[src/rtl/dwq_pkg.sv]
package dwq_pkg;
  typedef struct packed {
    logic latch;      // read edge: capture verdicts
    logic openOff;    // start a fresh offset window
    logic openAc;     // start a fresh pulse-count window
    logic reportOff;  // offset test enabled at capture
    logic reportAc;   // AC test enabled at capture
  } winCtrl_t;
endpackage

[src/rtl/dwq_sync.sv]
module dwq_sync #(
  parameter int WIDTH  = 4,
  parameter int STAGES = 2
) (
  input  logic             clk,
  input  logic             rst_n,
  input  logic [WIDTH-1:0] din,
  output logic [WIDTH-1:0] dout
);
  logic [WIDTH-1:0] stage [STAGES];

  always_ff @(posedge clk) begin
    if (!rst_n) stage[0] <= '0;
    else        stage[0] <= din;
  end

  for (genvar s = 1; s < STAGES; s++) begin : gStage
    always_ff @(posedge clk) begin
      if (!rst_n) stage[s] <= '0;
      else        stage[s] <= stage[s-1];
    end
  end

  assign dout = stage[STAGES-1];
endmodule

[src/rtl/dwq_ctrl.sv]
module dwq_ctrl
  import dwq_pkg::*;
(
  input  logic     clk,
  input  logic     rst_n,
  input  logic     offsetEn,
  input  logic     acEn,
  input  logic     readStb,
  output winCtrl_t ctrl
);
  logic offEnQ, acEnQ;

  always_ff @(posedge clk) begin
    if (!rst_n) begin
      offEnQ <= 1'b0;
      acEnQ  <= 1'b0;
    end else begin
      offEnQ <= offsetEn;
      acEnQ  <= acEn;
    end
  end

  always_comb begin
    ctrl.latch     = readStb;
    ctrl.openOff   = readStb | (offsetEn & ~offEnQ);
    ctrl.openAc    = readStb | (acEn & ~acEnQ);
    ctrl.reportOff = offsetEn;
    ctrl.reportAc  = acEn;
  end
endmodule

[src/rtl/dwq_datapath.sv]
module dwq_datapath
  import dwq_pkg::*;
#(
  parameter int NCH       = 4,
  parameter int PULSE_MIN = 3
) (
  input  logic           clk,
  input  logic           rst_n,
  input  winCtrl_t       ctrl,
  input  logic           thrSel,
  input  logic [NCH-1:0] offS,
  input  logic [NCH-1:0] hiS,
  input  logic [NCH-1:0] loS,
  input  logic [NCH-1:0] ovS,
  output logic [NCH-1:0] offsetFault,
  output logic [NCH-1:0] openLoad
);
  localparam int CNT_W = $clog2(PULSE_MIN + 1);
  localparam logic [CNT_W-1:0] CNT_MAX = CNT_W'(PULSE_MIN);

  for (genvar i = 0; i < NCH; i++) begin : gCh
    logic selNow, selPrev, pulse;
    logic persist, aborted;
    logic [CNT_W-1:0] cnt;

    assign selNow = thrSel ? loS[i] : hiS[i];
    assign pulse  = selNow & ~selPrev;

    always_ff @(posedge clk) begin
      if (!rst_n) begin
        selPrev        <= 1'b0;
        persist        <= 1'b0;
        aborted        <= 1'b0;
        cnt            <= '0;
        offsetFault[i] <= 1'b0;
        openLoad[i]    <= 1'b0;
      end else begin
        selPrev <= selNow;
        // persistence: the opening cycle's sample seeds the window
        if (ctrl.openOff) persist <= offS[i];
        else              persist <= persist & offS[i];
        // saturating pulse counter
        if (ctrl.openAc)                       cnt <= pulse ? CNT_W'(1) : '0;
        else if (pulse && (cnt < CNT_MAX))     cnt <= cnt + CNT_W'(1);
        // overload aborts the window in progress
        if (ctrl.latch) begin
          aborted        <= ovS[i];
          offsetFault[i] <= ctrl.reportOff & persist & ~aborted;
          openLoad[i]    <= ctrl.reportAc & ~aborted & (cnt < CNT_MAX);
        end else begin
          aborted <= aborted | ovS[i];
        end
      end
    end
  end
endmodule

[src/rtl/diag_window_qual.sv]
module diag_window_qual
  import dwq_pkg::*;
#(
  parameter int NCH         = 4,
  parameter int PULSE_MIN   = 3,
  parameter int SYNC_STAGES = 2
) (
  input  logic           clk,
  input  logic           rst_n,
  input  logic           offsetEn,
  input  logic           acEn,
  input  logic           thrSel,
  input  logic           readStb,
  input  logic [NCH-1:0] offsetHigh,
  input  logic [NCH-1:0] peakHi,
  input  logic [NCH-1:0] peakLo,
  input  logic [NCH-1:0] overload,
  output logic [NCH-1:0] offsetFault,
  output logic [NCH-1:0] openLoad
);
  localparam int SW = 4 * NCH;

  winCtrl_t       ctrl;
  logic [SW-1:0]  syncOut;

  dwq_sync #(.WIDTH(SW), .STAGES(SYNC_STAGES)) u_sync (
    .clk  (clk),
    .rst_n(rst_n),
    .din  ({overload, peakLo, peakHi, offsetHigh}),
    .dout (syncOut)
  );

  dwq_ctrl u_ctrl (
    .clk     (clk),
    .rst_n   (rst_n),
    .offsetEn(offsetEn),
    .acEn    (acEn),
    .readStb (readStb),
    .ctrl    (ctrl)
  );

  dwq_datapath #(.NCH(NCH), .PULSE_MIN(PULSE_MIN)) u_dp (
    .clk        (clk),
    .rst_n      (rst_n),
    .ctrl       (ctrl),
    .thrSel     (thrSel),
    .offS       (syncOut[NCH-1:0]),
    .hiS        (syncOut[2*NCH-1:NCH]),
    .loS        (syncOut[3*NCH-1:2*NCH]),
    .ovS        (syncOut[4*NCH-1:3*NCH]),
    .offsetFault(offsetFault),
    .openLoad   (openLoad)
  );
endmodule

[config.mk]
export PLATFORM = sky130hd
export DESIGN_NAME = diag_window_qual
export DESIGN_NICKNAME = d
export VERILOG_FILES = /design/src/rtl/dwq_pkg.sv /design/src/rtl/dwq_sync.sv /design/src/rtl/dwq_ctrl.sv /design/src/rtl/dwq_datapath.sv /design/src/rtl/diag_window_qual.sv
export SDC_FILE = /design/constraint.sdc
export NUM_CORES = 1
export LEC_CHECK = 0
export ABC_CLOCK_PERIOD_IN_PS = 1250
export BUFFER_PORTS_ARGS = -buffer_cell sky130_fd_sc_hd__buf_2
export CAP_MARGIN = 0
export CORE_UTILIZATION = 41
export CTS_BUF_LIST = sky130_fd_sc_hd__clkbuf_16
export DETAILED_ROUTE_END_ITERATION = 10
export SETUP_SLACK_MARGIN = 0.5
export SYNTH_ARGS = -nofsm -noshare
export SYNTH_HDL_FRONTEND = slang
export SYNTH_SLANG_ARGS = --single-unit
[constraint.sdc]
create_clock -name clk -period 1.25 [get_ports clk]
set_input_delay 0.0625 -clock clk [delete_from_list [all_inputs] [get_ports clk]]
set_output_delay 0.0625 -clock clk [all_outputs]
set_load 0.03 [all_outputs]
==> Word level (Yosys, flattened, before mapping) <==
Memory sizes are Yosys's and may differ from the RTL's.
Index checks and enable logic that the tools add are counted.
{ "word_totals": {"reg_bits": 30, "ramBits": 32, "in_bits": 22, "out_inout_bits": 8, "mem_count": 1} }
{ "classes": {"n_addsub": 4, "order_cmp": 4, "n_mux": 28, "bitwise": 44, "reduce_logical": 8} }
{ "mem_list": {"columns": ["memory", "words", "width", "read_ports", "rd_ports_with_merged_regs", "wr", "line_no", "text"], "rows": [
  ["u_sync.stage", 2, 16, 2, 0, 2, "dwq_sync.sv:10", "logic [WIDTH-1:0] stage [STAGES];"]
]} }
{ "ops": {"columns": ["operator", "n"], "rows": [
  ["two-way mux 16 bit", 2],
  ["AND 1 bit", 26],
  ["two-way mux 1 bit", 18],
  ["two-way mux 2 bit", 8],
  ["NOT 1 bit", 10],
  ["adder 2 x 1 -> 2 bit, second input constant", 4],
  ["< comparator 2 bit, second input constant", 4],
  ["OR 1 bit", 8],
  ["nonzero test 2 bit", 4],
  ["logical AND 1 bit", 4]
]} }

==> Depth between registers and ports, before layout <==
An unclocked memory read counts as a cell.
{ "depth": {"depth_word": 6, "mapped_depth": 4, "mapped_depth_nobuf": 4} }

==> By module <==
A second synthesis with hierarchy kept.
{ "hier_totals": {"hier_cells": 196, "hier_area_um2": 2213.4} }
{ "modules_own_cells": {"columns": ["mod", "n_inst", "cells_per_inst", "area_per_inst_um2", "seq_area_each_um2"], "rows": [
  ["dwq_datapath", 1, 118, 1219.9, 560.5],
  ["dwq_sync", 1, 67, 895.9, 640.6],
  ["dwq_ctrl", 1, 11, 97.6, 40.0]
]} }

==> Worst setup path before layout <==
No wires, ideal clock.
{ "synth_timing": {"kind": "reg2reg", "from": "register u_dp.gCh[3].cnt[0]", "to": "register u_dp.gCh[3].cnt[0]", "arrival_time_ps": 1197, "required_ps": 1191, "path_slack_ps": -6, "stages_incl_launch_ff": 5, "period_less_slack_ps": 1256, "path_cell_list": "dfxtp_1 ha_1 or2_2 a311oi_1 o31a_1"} }
{ "synth_between": {"elab_chain_cells": 3, "elab_cells_between_ends": 6} }
{ "synth_rtl": {"columns": ["element", "line_no", "text"], "rows": [
  ["start, declared", "dwq_datapath.sv:24", "logic [CNT_W-1:0] cnt;"],
  ["start signal, assigned", "dwq_datapath.sv:43", "if (ctrl.openAc) cnt <= pulse ? CNT_W'(1) : '0;"],
  ["start signal, assigned", "dwq_datapath.sv:44", "else if (pulse && (cnt < CNT_MAX)) cnt <= cnt + CNT_W'(1);"],
  ["adder 2 x 1 -> 2 bit / < comparator 2 bit (equally long branches)", "dwq_datapath.sv:44", null],
  ["two-way mux 2 bit / logical AND 1 bit (equally long branches)", "dwq_datapath.sv:44", null],
  ["two-way mux 2 bit / nonzero test 2 bit (equally long branches)", null, null]
]} }
Several ways; a longest one is shown, not always the timed one. The select of a mux whose other input is x is not followed.
A chain may end at the register's enable or synchronous reset.

==> Worst setup path after layout <==
{ "layout_timing": {"from": "register u_dp.gCh[2].cnt[1]", "to": "register u_dp.gCh[2].cnt[0]"} }
{ "layout_between": {"elab_chain_cells": 3} }
{ "layout_rtl": {"columns": ["element", "line_no"], "rows": [
  ["start, declared", "dwq_datapath.sv:24"],
  ["start signal, assigned", "dwq_datapath.sv:43"],
  ["start signal, assigned", "dwq_datapath.sv:44"],
  ["< comparator 2 bit", "dwq_datapath.sv:44"],
  ["logical AND 1 bit", "dwq_datapath.sv:44"],
  ["nonzero test 2 bit (no source line)", null]
]} }
No other way between the ends.

==> impl_metrics.json <==
{
  "outcome": "finished, final reports clean",
  "drive_above_1_share_pct": 40.08,
  "drc": 0,
  "crit_fanout": 4,
  "met2_usage_pct": 25.20,
  "netlist_area_mm2": 0.002203,
  "grt_pass1_vias": 1465,
  "synthTopCellsByArea": "dfxtp_1, and2_1, mux2i_1, nor2b_1, ha_1",
  "rrSetupSlack_ns": 0.09,
  "p_int_w": 0.003780,
  "p_leak_nw": 1.292,
  "tightest_slew_ns": 0.3588,
  "first_pass_iters": 4,
  "synth_edf_count": 0,
  "fill_cells": 429,
  "port_buffers": 29,
  "grt_busiest_layer": "met2",
  "stdcell_count": 332,
  "holdWs_ns": 0.03874,
  "grt-ovfl-total": 0,
  "ys_seq_elements": 62,
  "p_seq_share_pct": 43.6,
  "ys_types": 32,
  "path_clk_slew_ns": 0.05,
  "synth_top_cell_by_area": "dfxtp_1",
  "crit_chain": "ha_4, or2_4, a311oi_2, o31a_1",
  "switching_power_w": 0.001036,
  "setup_violations": 0,
  "swShare_pct": 21.51,
  "vdd_drop_max_mv": 0.8649,
  "critPathLaunchType": "flip-flop",
  "ys_seq_area_share_pct": 56.33,
  "power_density_mw_per_mm2": 1505,
  "ios": 30,
  "die_x_um": 75.31,
  "routed_via_density": 4.765,
  "numCtsBuffers": 9,
  "synth_warnings": 0,
  "period_needed_ns": 1.159,
  "end_kind": "flip-flop",
  "yosysTopAreaCellShare_pct": 56.33,
  "drv_slew": 0,
  "routabilityCongestion": 0.7730,
  "grt_pass1_wl_um": 6672,
  "max_freq_mhz": 863.0,
  "fin_crit_sh_pct": 92.70,
  "start_util_pct": 42.87,
  "fp.dieH_um": 75.31,
  "hold_start": "offsetEn",
  "hold_end": "u_ctrl.offEnQ",
  "met1_usage_pct": 20.45,
  "ant_nets": 0,
  "dieArea_mm2": 0.005671,
  "nNetsFinal": 283,
  "hold_depth": 2,
  "syn_inst": 201,
  "grt_antenna_before_repair": 0,
  "drv_cap": 0,
  "tritoncts": "yes",
  "rows": 26,
  "syn-num-nets": 227,
  "drt_iter0_drc": 70,
  "clockBufferDepth": 2,
  "clock_skew_ns": 0.003067,
  "insertion_delay_ns": 0.32,
  "wl_per_cell_um": 12.41,
  "grt_use_met3_pct": 5.556,
  "routed_wl_um": 4121,
  "finalSetupTns_ns": 0,
  "synth-main-ff-cell": "dfxtp_1",
  "reg2reg_depth": 4,
  "crit_slowest_cell": "dfxtp_2",
  "coreArea_mm2": 0.005140,
  "r2r_start": "u_dp.gCh[2].cnt[1]",
  "arrival_ns": 1.41,
  "required_ns": 1.50,
  "diodes": 0,
  "synth_most_common_cell": "dfxtp_1",
  "comb_power_share_pct": 7.2,
  "root_buffer": "clkbuf_16",
  "pwr-share-clk_pct": 49.2,
  "hold_path_class": "in -> reg",
  "hold_viol": 0,
  "async_flop_share_pct": 0,
  "clock_sinks": 62,
  "syn_area_per_cell_um2": 10.96,
  "synthTopCellsByCount": "dfxtp_1, and2_1, clkbuf_1, nor2b_1, nand2_1",
  "timing.rr.end": "u_dp.gCh[2].cnt[0]",
  "cts_htree_levels": 3,
  "grt_use_total_pct": 16.56,
  "placedCellCount": 293,
  "slowest_delay_ns": 0.33,
  "dp_hpwl_um": 2454,
  "rsz0062_at_grt": "yes",
  "syn_to_final_growth_pct": 45.20,
  "relSlewSlack_pct": 75.74,
  "critPathKind": "reg -> reg",
  "vias": 1582,
  "grt_max_degree": 39
}
critical path, delay by kind of cell (launching register included):
kind | cells | cell delay, ns
AOI/OAI and AO/OA | 2 | 0.38
DFF | 1 | 0.33
and+or+nand+nor | 1 | 0.22
adders and majority gates | 1 | 0.17
layout make-up:
type / instances / area (um2) / area share (%)
Sequential cell: 62 / 1270 / 39.69
Tap cell: 70 / 87.58 / 2.738
Timing Repair Buffer: 56 / 466.7 / 14.59
Inverter: 4 / 15.01 / 0.4693
Clock buffer: 9 / 225.2 / 7.039
Multi-Input combinational cell: 124 / 1071 / 33.48
Clock inverter: 7 / 63.81 / 1.995
through the flow:
step / setup slack (ns) / area (um2) / total power [W] / util [%]
2_1_floorplan: 0.1672 / 2347 / 0.002315 / -
4_1_cts: 0.1068 / 3171 / 0.004859 / 61.68
5_1_grt: 0.06991 / 3199 / 0.005011 / 62.24
3_3_place_gp: 0.08141 / 2577 / 0.002407 / 50.15
6_report: 0.09125 / 3199 / 0.004816 / 62.24
3_5_place_dp: 0.08902 / 2577 / 0.002411 / 50.15
placed cells by master (no fill, tap or decap), drive strengths merged:
| master | n |
|---|---|
| a2111oi | 1 |
| a21bo | 1 |
| a21boi | 4 |
| a21oi | 6 |
| a311oi | 3 |
| and2 | 35 |
| and2b | 3 |
| buf | 40 |
| bufinv | 1 |
| clkbuf | 9 |
| clkinv | 5 |
| clkinvlp | 1 |
| dfxtp | 62 |
| dlygate4sd3 | 16 |
| ha | 4 |
| inv | 4 |
| mux2 | 1 |
| mux2i | 6 |
| nand2 | 7 |
| nand2b | 1 |
| nand3 | 2 |
| nand4 | 6 |
| nand4b | 4 |
| nor2 | 2 |
| nor2b | 9 |
| nor3 | 6 |
| nor4b | 3 |
| nor4bb | 1 |
| o2111a | 3 |
| o211a | 4 |
| o21a | 4 |
| o21ai | 1 |
| o311a | 1 |
| o31a | 3 |
| or2 | 3 |
power groups by stage:
stage               sequential, W  clock (W)  combinational (W)
floorplan                 0.00214          0           0.000172
global placement          0.00214          0           0.000272
detailed placement        0.00214          0           0.000276
CTS                       0.00210    0.00242           0.000341
global route              0.00211    0.00252           0.000381
finish                    0.00210    0.00237           0.000345
state kept, by name, indices dropped and copies added, names as in the netlist:
| name | cells |
|---|---|
| u_sync.stage | 32 |
| u_dp.offsetFault | 4 |
| u_dp.gCh.aborted | 4 |
| u_dp.gCh.selPrev | 4 |
| u_dp.openLoad | 4 |
| u_dp.gCh.persist | 4 |
| u_dp.gCh.cnt | 8 |
| u_ctrl.acEnQ | 1 |
| u_ctrl.offEnQ | 1 |
timing repair:
item | CTS | global route
endpoints found under the setup margin | 30 | 31
hold buffers | 16 | 0
pin swaps | 6 | 3
endpoints found under the hold margin | 16 | 0
buffers inserted | 5 | 2
gates resized for setup | 32 | 8
how the worst max path moves through the flow:
| stage | start | end | slack (ns) |
|---|---|---|---|
| after floorplan | u_dp.gCh[3].cnt[0] | u_dp.gCh[3].cnt[0] | 0.17 |
| after global placement | readStb | u_dp.openLoad[3] | 0.08 |
| after detailed placement | u_dp.gCh[3].cnt[0] | u_dp.gCh[3].cnt[0] | 0.09 |
| after CTS | u_dp.gCh[3].cnt[0] | u_dp.gCh[3].cnt[0] | 0.11 |
| after global routing | u_dp.gCh[3].cnt[0] | u_dp.gCh[3].cnt[0] | 0.07 |
| final | u_dp.gCh[2].cnt[1] | u_dp.gCh[2].cnt[0] | 0.09 |
cells by family after synthesis:
logic type | share of synthesized area (%)
compound gates | 12.21
fa+ha+maj | 2.272
buf+inv | 2.669
flops | 56.33
mux | 3.407
simple gates | 23.11
metal layers:
metal / wire length (um) / vias to the layer above
li1: - / 816
met1: 2035 / 728
met2: 1864 / 28
met3: 125 / 10
met4: 95 / 0
met5: 0 / -
Power figures use the tool's default switching activity.
